==> src/rtl/mpb_pkg.sv <==
package mpb_pkg;
  localparam int PIN_W  = 18;
  localparam int BYTE_W = 8;
  localparam int STS_W  = 8;
  // mode word field positions
  localparam int MODE_LSB   = 0;
  localparam int STROBE_LSB = 4;

  typedef enum logic [1:0] {
    K_CMD  = 2'd0,
    K_DATA = 2'd1,
    K_CFG  = 2'd2,
    K_READ = 2'd3
  } req_kind_t;

  typedef enum logic [1:0] {
    LW_8   = 2'd0,
    LW_9X2 = 2'd1,
    LW_16  = 2'd2,
    LW_18  = 2'd3
  } lane_mode_t;

  typedef enum logic [1:0] {
    PH_IDLE = 2'd0,
    PH_ACT  = 2'd1,
    PH_HOLD = 2'd2
  } phase_t;
endpackage

==> src/rtl/mpb_mode_reg.sv <==
module mpb_mode_reg
  import mpb_pkg::*;
#(
  parameter int STW        = 4,
  parameter int DEF_STROBE = 3
) (
  input  logic             clk,
  input  logic             rst_n,
  input  logic             wr_en,
  input  logic [PIN_W-1:0] wr_word,
  output lane_mode_t       lane_mode,
  output logic [STW-1:0]   strobe_len
);
  logic [STW-1:0] strobe_raw;

  always_ff @(posedge clk or negedge rst_n) begin
    if (!rst_n) begin
      lane_mode  <= LW_8;
      strobe_raw <= STW'(DEF_STROBE);
    end else if (wr_en) begin
      lane_mode  <= lane_mode_t'(wr_word[MODE_LSB +: 2]);
      strobe_raw <= wr_word[STROBE_LSB +: STW];
    end
  end

  // a zero field acts as the shortest legal strobe
  assign strobe_len = (strobe_raw == '0) ? STW'(1) : strobe_raw;

  p_strobe_nonzero_r7: assert property (@(posedge clk) disable iff (!rst_n)
    strobe_len != '0);
endmodule

==> src/rtl/mpb_lane_map.sv <==
module mpb_lane_map
  import mpb_pkg::*;
(
  input  lane_mode_t       lane_mode,
  input  logic             beat,
  input  logic [PIN_W-1:0] word,
  output logic [PIN_W-1:0] pins
);
  localparam int LO_LSB = 1;
  localparam int HI_LSB = 10;

  always_comb begin
    pins = '0;
    unique case (lane_mode)
      LW_8:   pins[LO_LSB +: BYTE_W] = word[7:0];
      LW_9X2: pins[LO_LSB +: BYTE_W] = beat ? word[7:0] : word[15:8];
      LW_16: begin
        pins[HI_LSB +: BYTE_W] = word[15:8];
        pins[LO_LSB +: BYTE_W] = word[7:0];
      end
      LW_18:  pins = word;
      default: pins = '0;
    endcase
  end
endmodule

==> src/rtl/mpb_phase_timer.sv <==
module mpb_phase_timer #(
  parameter int STW = 4
) (
  input  logic           clk,
  input  logic           rst_n,
  input  logic           load,
  input  logic [STW-1:0] load_val,
  output logic           zero
);
  logic [STW-1:0] cnt;

  always_ff @(posedge clk or negedge rst_n) begin
    if (!rst_n)          cnt <= '0;
    else if (load)       cnt <= load_val;
    else if (cnt != '0)  cnt <= cnt - 1'b1;
  end

  assign zero = (cnt == '0);

  p_timer_steps_r7: assert property (@(posedge clk) disable iff (!rst_n)
    (!load && !zero) |=> (cnt == $past(cnt) - 1'b1));
endmodule

==> src/rtl/lcd_mpu_bridge.sv <==
module lcd_mpu_bridge
  import mpb_pkg::*;
#(
  parameter int STW        = 4,
  parameter int DEF_STROBE = 3
) (
  input  logic              clk,
  input  logic              rst_n,
  input  logic              req_valid,
  output logic              req_ready,
  input  logic [1:0]        req_kind,
  input  logic [17:0]       req_word,
  output logic [7:0]        status,
  output logic [7:0]        rd_byte,
  output logic              pin_cs_n,
  output logic              pin_dc,
  output logic              pin_wr_n,
  output logic              pin_rd_n,
  output logic              pin_oe,
  output logic [17:0]       pin_dout,
  input  logic [17:0]       pin_din
);
  phase_t           ph;
  logic             beat;
  req_kind_t        kind_q;
  logic [PIN_W-1:0] word_q;
  logic [PIN_W-1:0] cap_q;
  logic             rd_valid;
  lane_mode_t       lane_mode;
  logic [STW-1:0]   strobe_len;
  logic [PIN_W-1:0] mapped;
  logic             tmr_zero;
  logic             tmr_load;
  logic             accept, cfg_wr, xfer_start, idle, two_beat, is_read;

  assign idle       = (ph == PH_IDLE);
  assign req_ready  = idle;
  assign accept     = req_valid && req_ready;
  assign cfg_wr     = accept && (req_kind_t'(req_kind) == K_CFG);
  assign xfer_start = accept && (req_kind_t'(req_kind) != K_CFG);
  assign is_read    = (kind_q == K_READ);
  assign two_beat   = (lane_mode == LW_9X2) && !is_read;
  assign tmr_load   = xfer_start || (!idle && tmr_zero);

  mpb_mode_reg #(.STW(STW), .DEF_STROBE(DEF_STROBE)) u_mode (
    .clk        (clk),
    .rst_n      (rst_n),
    .wr_en      (cfg_wr),
    .wr_word    (req_word),
    .lane_mode  (lane_mode),
    .strobe_len (strobe_len)
  );

  mpb_phase_timer #(.STW(STW)) u_tmr (
    .clk      (clk),
    .rst_n    (rst_n),
    .load     (tmr_load),
    .load_val (strobe_len - 1'b1),
    .zero     (tmr_zero)
  );

  mpb_lane_map u_map (
    .lane_mode (lane_mode),
    .beat      (beat),
    .word      (word_q),
    .pins      (mapped)
  );

  always_ff @(posedge clk or negedge rst_n) begin
    if (!rst_n) begin
      ph       <= PH_IDLE;
      beat     <= 1'b0;
      kind_q   <= K_DATA;
      word_q   <= '0;
      cap_q    <= '0;
      rd_valid <= 1'b0;
    end else begin
      unique case (ph)
        PH_IDLE: if (xfer_start) begin
          ph     <= PH_ACT;
          beat   <= 1'b0;
          kind_q <= req_kind_t'(req_kind);
          word_q <= req_word;
          if (req_kind_t'(req_kind) == K_READ) rd_valid <= 1'b0;
        end
        PH_ACT: if (tmr_zero) begin
          ph <= PH_HOLD;
          if (is_read) cap_q <= pin_din;
        end
        PH_HOLD: if (tmr_zero) begin
          if (two_beat && !beat) begin
            beat <= 1'b1;
            ph   <= PH_ACT;
          end else begin
            ph <= PH_IDLE;
            if (is_read) rd_valid <= 1'b1;
          end
        end
        default: ph <= PH_IDLE;
      endcase
    end
  end

  assign pin_cs_n = idle;
  assign pin_wr_n = !((ph == PH_ACT) && !is_read);
  assign pin_rd_n = !((ph == PH_ACT) && is_read);
  assign pin_dc   = !(!idle && (kind_q == K_CMD));
  assign pin_oe   = !idle && !is_read;
  assign pin_dout = pin_oe ? mapped : '0;
  assign rd_byte  = cap_q[1 +: BYTE_W];
  assign status   = {3'b000, !idle, 2'b00, idle, rd_valid};

  // strobes never overlap
  p_strobe_excl_r10: assert property (@(posedge clk) disable iff (!rst_n)
    !(!pin_wr_n && !pin_rd_n));
  // chip select covers every strobe
  p_cs_covers_r2: assert property (@(posedge clk) disable iff (!rst_n)
    (!pin_wr_n || !pin_rd_n) |-> !pin_cs_n);
  // a hold with chip select low follows each write strobe
  p_hold_after_wr_r7: assert property (@(posedge clk) disable iff (!rst_n)
    $rose(pin_wr_n) |-> !pin_cs_n);
  // pins do not move inside a strobe
  p_dout_steady_r3: assert property (@(posedge clk) disable iff (!rst_n)
    (!pin_wr_n && $past(!pin_wr_n)) |-> $stable(pin_dout));
  // the lane mode only changes out of an idle bus
  p_mode_idle_r9: assert property (@(posedge clk) disable iff (!rst_n)
    !$stable(lane_mode) |-> $past(pin_cs_n));
  // read valid rises only at the end of a read
  p_rdvalid_rise_r10: assert property (@(posedge clk) disable iff (!rst_n)
    $rose(rd_valid) |-> $past((ph == PH_HOLD) && is_read));
endmodule

==> config.mk <==
export PLATFORM = sky130hd
export DESIGN_NAME = lcd_mpu_bridge
export DESIGN_NICKNAME = d
export VERILOG_FILES = /design/src/rtl/mpb_pkg.sv /design/src/rtl/mpb_mode_reg.sv /design/src/rtl/mpb_lane_map.sv /design/src/rtl/mpb_phase_timer.sv /design/src/rtl/lcd_mpu_bridge.sv
export SDC_FILE = /design/constraint.sdc
export NUM_CORES = 1
export LEC_CHECK = 0
export BUFFER_PORTS_ARGS = -buffer_cell sky130_fd_sc_hd__buf_2
export CAP_MARGIN = 20
export CORE_AREA = 2 2 79 73
export DETAILED_ROUTE_END_ITERATION = 10
export DIE_AREA = 0 0 81 75
export GPL_ROUTABILITY_DRIVEN = 0
export PLACE_DENSITY = 0.82
export SLEW_MARGIN = 20
export SYNTH_ARGS = -nofsm -noshare
export SYNTH_HDL_FRONTEND = slang
export SYNTH_HIERARCHICAL = 1
export SYNTH_SLANG_ARGS = --single-unit
==> constraint.sdc <==
create_clock -name clk -period 2.65 [get_ports clk]
set_input_delay 0.1325 -clock clk [delete_from_list [all_inputs] [get_ports clk]]
set_output_delay 0.1325 -clock clk [all_outputs]
set_load 0.01 [all_outputs]
==> results.txt, run 1 <==
Setup Skew = 6.81 ps
Via density = 5.19
Pwr dens = 1290 nW/um^2
WL final = 5.21 mm
Cts hold-fix bufs = 0
DIE HEIGHT = 75 um
GRT Overall Usage = 17.7%
Avg Cell Area, Syn = 11.5 um^2
Worst-case reg-to-reg path depth = 8
# DRC = 0
Crit. End Element = output port
First-pass GRT wire length = 8.09 mm
Maximum clock frequency = 451 MHz
Vias in the first global route = 1691
Final setup viols = 0
Post-CTS setup buffers = 0
Inserted Clock Buffers = 5
Clock transition at path regs = 90 ps
Port Buf Inserts = 65
Hold crit path type = input port to asynchronous set/reset pin
Setup_tns = 0 ps
Share of the synthesized area in the top cell type = 37.4%
Reg2reg start = u_tmr/cnt[0]
Nets@finish = 326
Count of cell types in the netlist = 45
# clock sinks = 42
FF+latch count, synth = 42
Cell Area, Synth = 2610 um^2
Overflow after GRT = 0
Core Area = 5190 um^2
Drt pass-1 iters = 4
Dominant synthesized flop cell = dfrtp_1
Synth async-reset ratio = 100%
Post-synth EDFFs = 0
RSZ-0062 raised after global routing = no
Area of placed instances = 2860 um^2
R2r setup slk = 670 ps
Antenna violations before repair = 0
Area growth from synthesis to layout = 13.9%
Tightest Pin Transition = 968 ps
Max FO, Critical Path = 19
Max-slew violations = 0
Vias = 1820
Register area share after synthesis = 40.4%
Reg-to-Reg End = u_tmr/cnt[3]
Fin Hold WS = -37.0 ps
Total I/O pin count = 81
TritonCTS clock tree = built
Top post-synthesis cells by count = dfrtp_1 (39), mux2_2 (27), and2_1 (19)
Routed WL per cell = 14.8 um
Die ar. = 6080 um^2
Initial core utilization = 50.3%
Post-CTS sizing = 0
Ys Warns = 6
CTS Root Cell = clkbuf_8
Hold Vio Cnt, Final = 39
DR iter-0 viols = 123
Synth area leaders = dfrtp_1 (37%), mux2_2 (12%), and2_1 (4.6%)
Crit Path Category = flop to output port
Max Buffers Root-to-Sink = 2
Leakage power = 1.39 nW
Largest net degree at the start of global routing = 43
Layout cells sized above 1 = 47.5%
Cell Rows = 25
Final worst-path cycle share = 83.7%
Required @ worst endpoint = 2520 ps
H-Tree Depth = 2
HPWL after DPL = 3.71 mm
Most frequent cell after synthesis = dfrtp_1
Fin area = 2980 um^2
Failing checks = hold timing
Min cycle time layout = 2220 ps
Ant diodes = 0
Post-synthesis instance total = 228
Outcome = finished, violations left
Synth area leader = dfrtp_1
Worst skew pair latency = 290 ps
Die Wd = 81 um
Max VDD drop = 742 uV
Startpoint types = flop
Worst EP arrival = 2090 ps
Rel. slew slack = 35.2%
Max-cap violations = 0
Routed Antenna Nets = 0
==> layout make-up <==
class	count	area (um^2)
clock buffer	5	68.8
clock inverter	3	45.0
fill	440	2220
inverter	7	26.3
multi-input combinational	160	1360
sequential	42	1050
tap	67	83.8
timing repair buffer	67	340
==> critical path, stage by stage, from the launching register on <==
cell and delay [ps]:
dfrtp_1 550, nor2_8 100, nor2_1 760, and2_1 250, buf_2 130
==> power by group <==
part / internal, mW / total [mW] / switching (mW)
clock: 0.280 / 0.511 / 0.231
sequential: 0.976 / 1.39 / 0.418
combinational: 1.04 / 1.93 / 0.893
==> cell usage in the layout (no fill, tap or decap), drive strengths merged <==
| cell type | n |
|---|---|
| a21o | 1 |
| a21oi | 5 |
| a221o | 1 |
| a22o | 1 |
| a31oi | 1 |
| and2 | 19 |
| and2b | 1 |
| and3 | 3 |
| buf | 67 |
| bufinv | 1 |
| clkbuf | 5 |
| clkinvlp | 2 |
| conb | 5 |
| dfrtp | 39 |
| dfstp | 3 |
| ha | 2 |
| inv | 7 |
| mux2 | 33 |
| mux2i | 10 |
| nand2 | 9 |
| nand2b | 2 |
| nand3 | 2 |
| nand3b | 1 |
| nand4b | 1 |
| nor2 | 12 |
| nor2b | 12 |
| nor3 | 12 |
| nor3b | 2 |
| nor4b | 8 |
| o21a | 1 |
| o21ai | 3 |
| o22ai | 7 |
| o2bb2a | 1 |
| or2 | 1 |
| or3 | 1 |
| xnor2 | 1 |
| xor2 | 2 |
==> worst max-delay path by stage <==
stage	startpoint	cells after the start	endpoint
after floorplan	u_tmr/cnt[0]	8	u_tmr/cnt[3]
after global placement	ph[1]	4	pin_dout[8]
after detailed placement	ph[1]	4	pin_dout[0]
after CTS	ph[1]	4	pin_dout[0]
after global routing	ph[1]	4	pin_dout[2]
final	ph[1]	4	pin_dout[0]
==> state kept, by name (all words and copies together), names as in the netlist <==
| signal | flops |
|---|---|
| word_q | 18 |
| cap_q | 8 |
| u_mode/strobe_raw | 4 |
| u_tmr/cnt | 4 |
| kind_q | 2 |
| ph | 2 |
| u_mode/lane_mode | 2 |
| beat | 1 |
| rd_valid | 1 |
==> logic make-up after synthesis <==
kind of cell	Yosys count	share of synthesized area (%)
compound gates	21	5.13
flops	42	40.4
simple gates	86	25.2
xor+xnor	3	1.01
other cells	1	0.144
buf+inv	30	8.24
mux	43	18.9
fa+ha+maj	2	0.958
==> layer usage <==
layer	vias up	global-route usage, %	routed length, um
met3	8	3.96	251
li1	886	-	-
met2	54	28.7	2590
met5	-	0	0
met4	0	7.16	82
met1	872	23.3	2290
==> through the flow <==
stage                     power (mW)  hold slack, ps  worst slack (ps)  std cells  utilization, %
after global placement          3.25             314               754        343            55.1
after CTS                       3.86           0.407               390        351            57.3
final                           3.83           -37.0               432        351            57.3
after detailed placement        3.33             323               728        343            55.1
after floorplan                 2.88            -163               713        232               -
after global routing            4.09            44.4               268        351            57.3
No activity file was read; power rests on OpenSTA's default activity.
==> inputs of run 2 (changes only) <==
--- a/config.mk
+++ b/config.mk
@@ -5,11 +5,12 @@
 export SDC_FILE = /design/constraint.sdc
 export NUM_CORES = 1
 export LEC_CHECK = 0
+export ABC_AREA = 1
 export BUFFER_PORTS_ARGS = -buffer_cell sky130_fd_sc_hd__buf_2
 export CAP_MARGIN = 20
-export CORE_AREA = 2 2 79 73
+export CORE_AREA = 2 2 79 74
 export DETAILED_ROUTE_END_ITERATION = 10
-export DIE_AREA = 0 0 81 75
+export DIE_AREA = 0 0 81 76
 export GPL_ROUTABILITY_DRIVEN = 0
 export PLACE_DENSITY = 0.82
 export SLEW_MARGIN = 20
==> constraint.sdc (replaced) <==
create_clock -name clk -period 2.1 [get_ports clk]
set_input_delay 0.105 -clock clk [delete_from_list [all_inputs] [get_ports clk]]
set_output_delay 0.105 -clock clk [all_outputs]
set_load 0.01 [all_outputs]
==> results.txt, run 2 <==
Final setup viols = 0 (unchanged)
R2r setup slk = 250 ps (-420 ps)
Maximum clock frequency = 541 MHz
Crit path buffers/inverters = 5 (+4)
Cell Rows = 26 (+4.0%)
FF+latch count, synth = 42 (unchanged)
Setup Skew = 7.16 ps (+0.349 ps)
Routed Antenna Nets = 0 (unchanged)
Area of the multi-input gates = 1170 um^2 (-14%)
Sw Pwr = 2.11 mW (+37%)
Critical-path cell list = inv_1 > ha_1 > nand2_1 > inv_1 > inv_1 > o21ai_1 > inv_1 > nand2_1 > inv_1 > nand2_1 > nand2_1
Area of placed instances = 2960 um^2 (+3.6%)
Reg power frac = 34.9% (-1.5 points)
Hold crit path type = input port to flop
Int Pwr = 2.32 mW (+1.4%)
Worst skew pair latency = 300 ps (about the same)
Initial core utilization = 49.5% (-0.80 points)
Overflow after GRT = 0 (unchanged)
Min cycle time layout = 1850 ps
Die ar. = 6160 um^2 (+1.3%)
Dominant synthesized flop cell = dfrtp_1
DR iter-0 viols = 110 (-11%)
CP dominant cell by count = inv_1
Worst path max stage delay = 390 ps (-370 ps)
Met3 routed WL = 278 um (+11%)
Most frequent cell after synthesis = nand2_1
Avg Cell Area, Syn = 6.77 um^2 (-41%)
# clock sinks = 42 (unchanged)
M1 wire length = 2.57 mm (+13%)
Synth area leaders = dfrtp_1 (37%), nand2_1 (21%), inv_1 (11%)
Worst-case reg-to-reg path depth = 11 (+3)
Core Area = 5400 um^2 (+4.0%)
Via density = 4.55 (-12%)
Max Buffers Root-to-Sink = 2 (unchanged)
Rel. slew slack = 38.8% (+3.6 points)
Antenna violations before repair = 0 (unchanged)
Path length in cells of the critical path = 11 (+7)
Post-synthesis instance total = 395 (+73%)
GRT Overall Usage = 19.7% (+2.0 points)
# DRC = 0 (unchanged)
Inserted Clock Buffers = 5 (unchanged)
DIE HEIGHT = 76 um (+1.3%)
Vias = 2401 (+32%)
Clock transition at path regs = 80 ps (about the same)
Layout cells sized above 1 = 22.9% (-25 points)
Most frequent cells in the layout = nand2_1 (149), inv_1 (77), buf_2 (65), dfrtp_1 (38), nor2_1 (30)
Post-synth EDFFs = 0 (unchanged)
Largest net degree at the start of global routing = 43 (unchanged)
Critical Path Sink = u_tmr/cnt[3]
Total I/O pin count = 81 (unchanged)
Startpoint types = flop
Final WS setup = 253 ps (-179 ps)
Finished Core Util = 57.2% (-0.072 points)
Max VDD drop = 644 uV (-13%)
Reg2reg start = u_tmr/cnt[0]
Top flop regs = word_q: 18 flops, cap_q: 8 flops
Required @ worst endpoint = 2290 ps (-230 ps)
Max FO, Critical Path = 7 (-12)
CTS Root Cell = clkbuf_8
Commonest non-fill, non-tap cell in the layout = nand2_1
Post-CTS setup buffers = 0 (unchanged)
Hold Vio Cnt, Final = 0 (-100%)
Routed WL per cell = 10.5 um (-29%)
Metal2 WL = 2.65 mm (+2.6%)
Crit Path Category = flop to flop
Tightest Pin Transition = 918 ps (-50.8 ps)
Combinational share of power = 52.7% (+2.4 points)
Setup_tns = 0 ps (unchanged)
Vias in the first global route = 2273 (+34%)
RSZ-0062 raised after global routing = no
Highest Signal Layer = met4
Reg-to-Reg End = u_tmr/cnt[3]
Ys Warns = 6 (unchanged)
Crit-path leading delay family = buffers and inverters
First-pass GRT wire length = 9.83 mm (+21%)
Ant diodes = 0 (unchanged)
Count of cell types in the netlist = 27 (-40%)
Max-slew violations = 0 (unchanged)
HPWL after DPL = 4.20 mm (+13%)
Net Sw Frac = 47.6% (+7.4 points)
Leakage power = 1.82 nW (+31%)
Area growth from synthesis to layout = 15.6%
Drt pass-1 iters = 4 (unchanged)
Max reg flops = 18 (unchanged)
Register area share after synthesis = 39.5% (-0.93 points)
Largest reg by FF count = word_q
H-Tree Depth = 2 (unchanged)
Pre-CTS setup slack = 263 ps (-465 ps)
Max-cap violations = 0 (unchanged)
Pwr dens = 1430 nW/um^2 (+11%)
Share of the synthesized area in the top cell type = 36.5% (-0.86 points)
Outcome = complete, no violations
Cell Area, Synth = 2670 um^2 (+2.3%)
Final worst-path cycle share = 88.0%
Top post-synthesis cells by count = nand2_1 (149), inv_1 (77), dfrtp_1 (39)
Synth async-reset ratio = 100% (unchanged)
Port Buf Inserts = 65 (unchanged)
Critical path's slowest cell = o21ai_1
Crit. End Element = flop
Seq. cell area = 1060 um^2 (+0.12%)
Fillers = 541 (+23%)
Fin area = 3090 um^2 (+3.9%)
Clock share of power = 12.3% (-1.0 points)
Die Wd = 81 um (unchanged)
Synth area leader = dfrtp_1
Nets@finish = 500 (+53%)
TritonCTS clock tree = built
Hold path startpoint = req_word[16]
WL final = 5.55 mm (+6.5%)
Worst EP arrival = 2040 ps (-50 ps)
Launch point of the worst path = u_tmr/cnt[0]
[run 2: cell families (layout without fill, tap and decap cells)]
family,Yosys count,count (layout),synth area share [%]
AND/OR/NAND/NOR,212,212,33.1
XOR/XNOR,3,3,0.983
AO/OA/AOI/OAI,34,34,7.91
buffers and inverters,101,160,17.4
flip-flops,42,42,39.5
other,1,5,0.140
adder cells (fa/ha/maj),2,2,0.936
[run 2: tightest hold or removal path, cell delays in order]
cell	delay, ps
buf_2	80
nand2_1	40
nand2_1	50
[run 2: worst min path at each step]
stage	endpoint	slack [ps]	cells past startpoint
floorplan	beat	-190	0
global placement	cap_q[4]	290	1
detailed placement	u_tmr/cnt[1]	300	1
CTS	word_q[16]	0.8	3
global route	word_q[9]	1	3
finish	word_q[16]	6	3
[run 2: metrics by stage]
step	std cells	total power, mW	hold WS (ps)
global placement	517	3.81	287
floorplan	399	3.29	-191
global route	528	4.92	1.32
finish	528	4.43	5.56
CTS	528	4.47	0.774
detailed placement	517	3.90	302
[run 2: cell type report]
type,instances,share of cell area (%)
clock buffers,6,2.67
repair buffers,71,12.2
inverters,81,9.92
multi-input cells,256,37.8
clock inverters,2,0.405
flip-flops and latches,42,34.2
well taps,70,2.83
[run 2: power groups by stage]
stage               logic [mW]  clock network (mW)  registers, mW
floorplan                 1.86                   0           1.43
global placement          2.27                   0           1.54
detailed placement        2.35                   0           1.56
CTS                       2.36               0.565           1.55
global route              2.69               0.606           1.62
finish                    2.34               0.547           1.55
[run 2: per-layer routing]
| layer | track usage (%) | up-vias |
|---|---|---|
| li1 | - | 1270 |
| met1 | 25.4 | 1069 |
| met2 | 34.0 | 56 |
| met3 | 4.38 | 6 |
| met4 | 3.90 | 0 |
| met5 | 0 | - |
[run 2: timing repair]
action,in CTS,in global routing
hold endpoints to repair,41,0
resized for setup,0,1
hold buffers,3,0
setup endpoints to repair,0,1
==> inputs of run 3 (changes only) <==
--- a/config.mk
+++ b/config.mk
@@ -13,6 +13,7 @@
 export DIE_AREA = 0 0 81 76
 export GPL_ROUTABILITY_DRIVEN = 0
 export PLACE_DENSITY = 0.82
+export SETUP_SLACK_MARGIN = 0.3
 export SLEW_MARGIN = 20
 export SYNTH_ARGS = -nofsm -noshare
 export SYNTH_HDL_FRONTEND = slang
==> results.txt, run 3 (synthesized netlist as in run 2, its figures left out) <==
Commonest non-fill, non-tap cell in the layout = nand2_1
Drt pass-1 iters = 4 (unchanged)
Final Instance Count excl. Fillers = 532 (+0.76%)
Max reg flops = 18 (unchanged)
Crit path buffers/inverters = 3 (-2)
Port Buf Inserts = 65 (unchanged)
Routed Antenna Nets = 0 (unchanged)
Required @ worst endpoint = 2000 ps (-290 ps)
Top flop regs = word_q: 18 flops, cap_q: 8 flops
RSZ-0062 raised after global routing = yes
Maximum clock frequency = 602 MHz (+11%)
H-Tree Depth = 2 (unchanged)
Critical-path cell list = nand2_1 > inv_1 > nor2_2 > inv_4 > nor2_1 > buf_2
Fillers = 530 (-2.0%)
Worst EP arrival = 1560 ps (-480 ps)
TritonCTS clock tree = built
First-pass GRT wire length = 9.83 mm (unchanged)
Crit-path leading delay family = flip-flops
Rel. slew slack = 37.9% (-0.90 points)
Max-slew violations = 0 (unchanged)
Min cycle time layout = 1660 ps (-186 ps)
Pre-CTS setup slack = 263 ps (unchanged)
Critical path's slowest cell = dfstp_2
Tightest Pin Transition = 931 ps (+13.5 ps)
Largest reg by FF count = word_q
Layout cells sized above 1 = 24.5% (+1.5 points)
Final WS setup = 439 ps (+186 ps)
Most frequent cells in the layout = nand2_1 (149), inv_1 (77), buf_2 (65), dfrtp_1 (37), nor2_1 (29)
CTS Root Cell = clkbuf_8
Setup_tns = 0 ps (unchanged)
HPWL after DPL = 4.20 mm (unchanged)
Die ar. = 6160 um^2 (unchanged)
Cell Rows = 26 (unchanged)
Ant diodes = 0 (unchanged)
Routed WL per cell = 10.6 um (+1.2%)
Final setup viols = 0 (unchanged)
Area growth from synthesis to layout = 17.7%
Setup Skew = 8.20 ps (+1.04 ps)
Max FO, Critical Path = 18 (+11)
Total I/O pin count = 81 (unchanged)
Die Wd = 81 um (unchanged)
Hold Vio Cnt, Final = 0 (unchanged)
Nets@finish = 504 (+0.80%)
Max Buffers Root-to-Sink = 2 (unchanged)
Via density = 4.56 (+0.20%)
DR iter-0 viols = 116 (+5.5%)
Largest net degree at the start of global routing = 43 (unchanged)
Clock transition at path regs = 80 ps (about the same)
R2r setup slk = 460 ps (+210 ps)
# DRC = 0 (unchanged)
Antenna violations before repair = 0 (unchanged)
Leakage power = 1.84 nW (+1.1%)
Worst skew pair latency = 300 ps (about the same)
Startpoint types = flop
Final worst-path cycle share = 79.1% (-8.9 points)
Hold crit path type = input port to flop
Crit. End Element = output port
# clock sinks = 42 (unchanged)
Max-cap violations = 0 (unchanged)
Max VDD drop = 648 uV (+0.67%)
Outcome = complete, no violations
Pwr dens = 1450 nW/um^2 (+0.81%)
Initial core utilization = 49.5% (unchanged)
GRT Overall Usage = 19.7% (unchanged)
Crit Path Category = flop to output port
Inserted Clock Buffers = 5 (unchanged)
DIE HEIGHT = 76 um (unchanged)
Vias = 2424 (+0.96%)
Worst path max stage delay = 550 ps (+160 ps)
Vias in the first global route = 2273 (unchanged)
Overflow after GRT = 0 (unchanged)
DP Cell Count = 517 (unchanged)
WL final = 5.66 mm (+2.0%)
Core Area = 5400 um^2 (unchanged)
==> run 3: through the flow <==
stage                     util (%)  area [um^2]  hold WS [ps]  power, mW
after CTS                     57.3         3100         0.774       4.48
after global placement        54.9         2960           287       3.81
after global routing          58.2         3150          1.32       5.02
final                         58.2         3150          3.35       4.55
after detailed placement      54.9         2960           302       3.90
after floorplan                  -         2690          -191       3.29
==> run 3: final cells by class <==
class                           count  area [um^2]  area share [%]
Clock buffer                        6         82.6            2.63
Multi-Input combinational cell    256         1180            37.6
Sequential cell                    42         1060            33.7
Clock inverter                      2         12.5           0.398
Tap cell                           70         87.6            2.78
Timing Repair Buffer               75          408            13.0
Inverter                           81          312            9.90
==> run 3: where the power goes <==
part | leakage (nW) | switching [mW] | internal [mW]
sequential | 0.494 | 0.350 | 1.19
clock | 0.0472 | 0.285 | 0.264
combinational | 1.29 | 1.52 | 0.942
total | 1.84 | 2.15 | 2.40
==> run 3: path summary, 6_finish.rpt <==
path,start,endpoint,cells after the start
min reg2reg,u_mode/strobe_raw[0],u_mode/strobe_raw[0],2
max reg2reg,u_tmr/cnt[0],u_tmr/cnt[1],10
min in group asynchronous,rst_n,cap_q[2],2
max in group asynchronous,rst_n,u_mode/lane_mode[1],2
max,kind_q[0],pin_dout[9],6
min,req_word[16],word_q[16],3
==> run 3: what timing repair did <==
| item | in CTS | in global routing |
|---|---|---|
| pin swaps | 0 | 1 |
| resized for setup | 3 | 7 |
| hold buffers | 3 | 0 |
| hold endpoints to repair | 41 | 0 |
| setup endpoints to repair | 14 | 22 |
| buffers inserted | 0 | 4 |
==> run 3: worst register-to-register path, delay by kind of cell, from the launching register on <==
| family | cells | cell delay, ps |
|---|---|---|
| AOI/OAI and AO/OA | 2 | 290 |
| DFF | 1 | 380 |
| buffers and inverters | 4 | 410 |
| adders and majority gates | 1 | 220 |
| and+or+nand+nor | 3 | 250 |
==> run 3: metal layers <==
layer	routed length (um)	vias to the layer above	GRT usage (%)
met1	2580	1082	25.4
met4	42	0	3.90
li1	-	1280	-
met2	2760	56	34.0
met5	0	-	0
met3	281	6	4.38
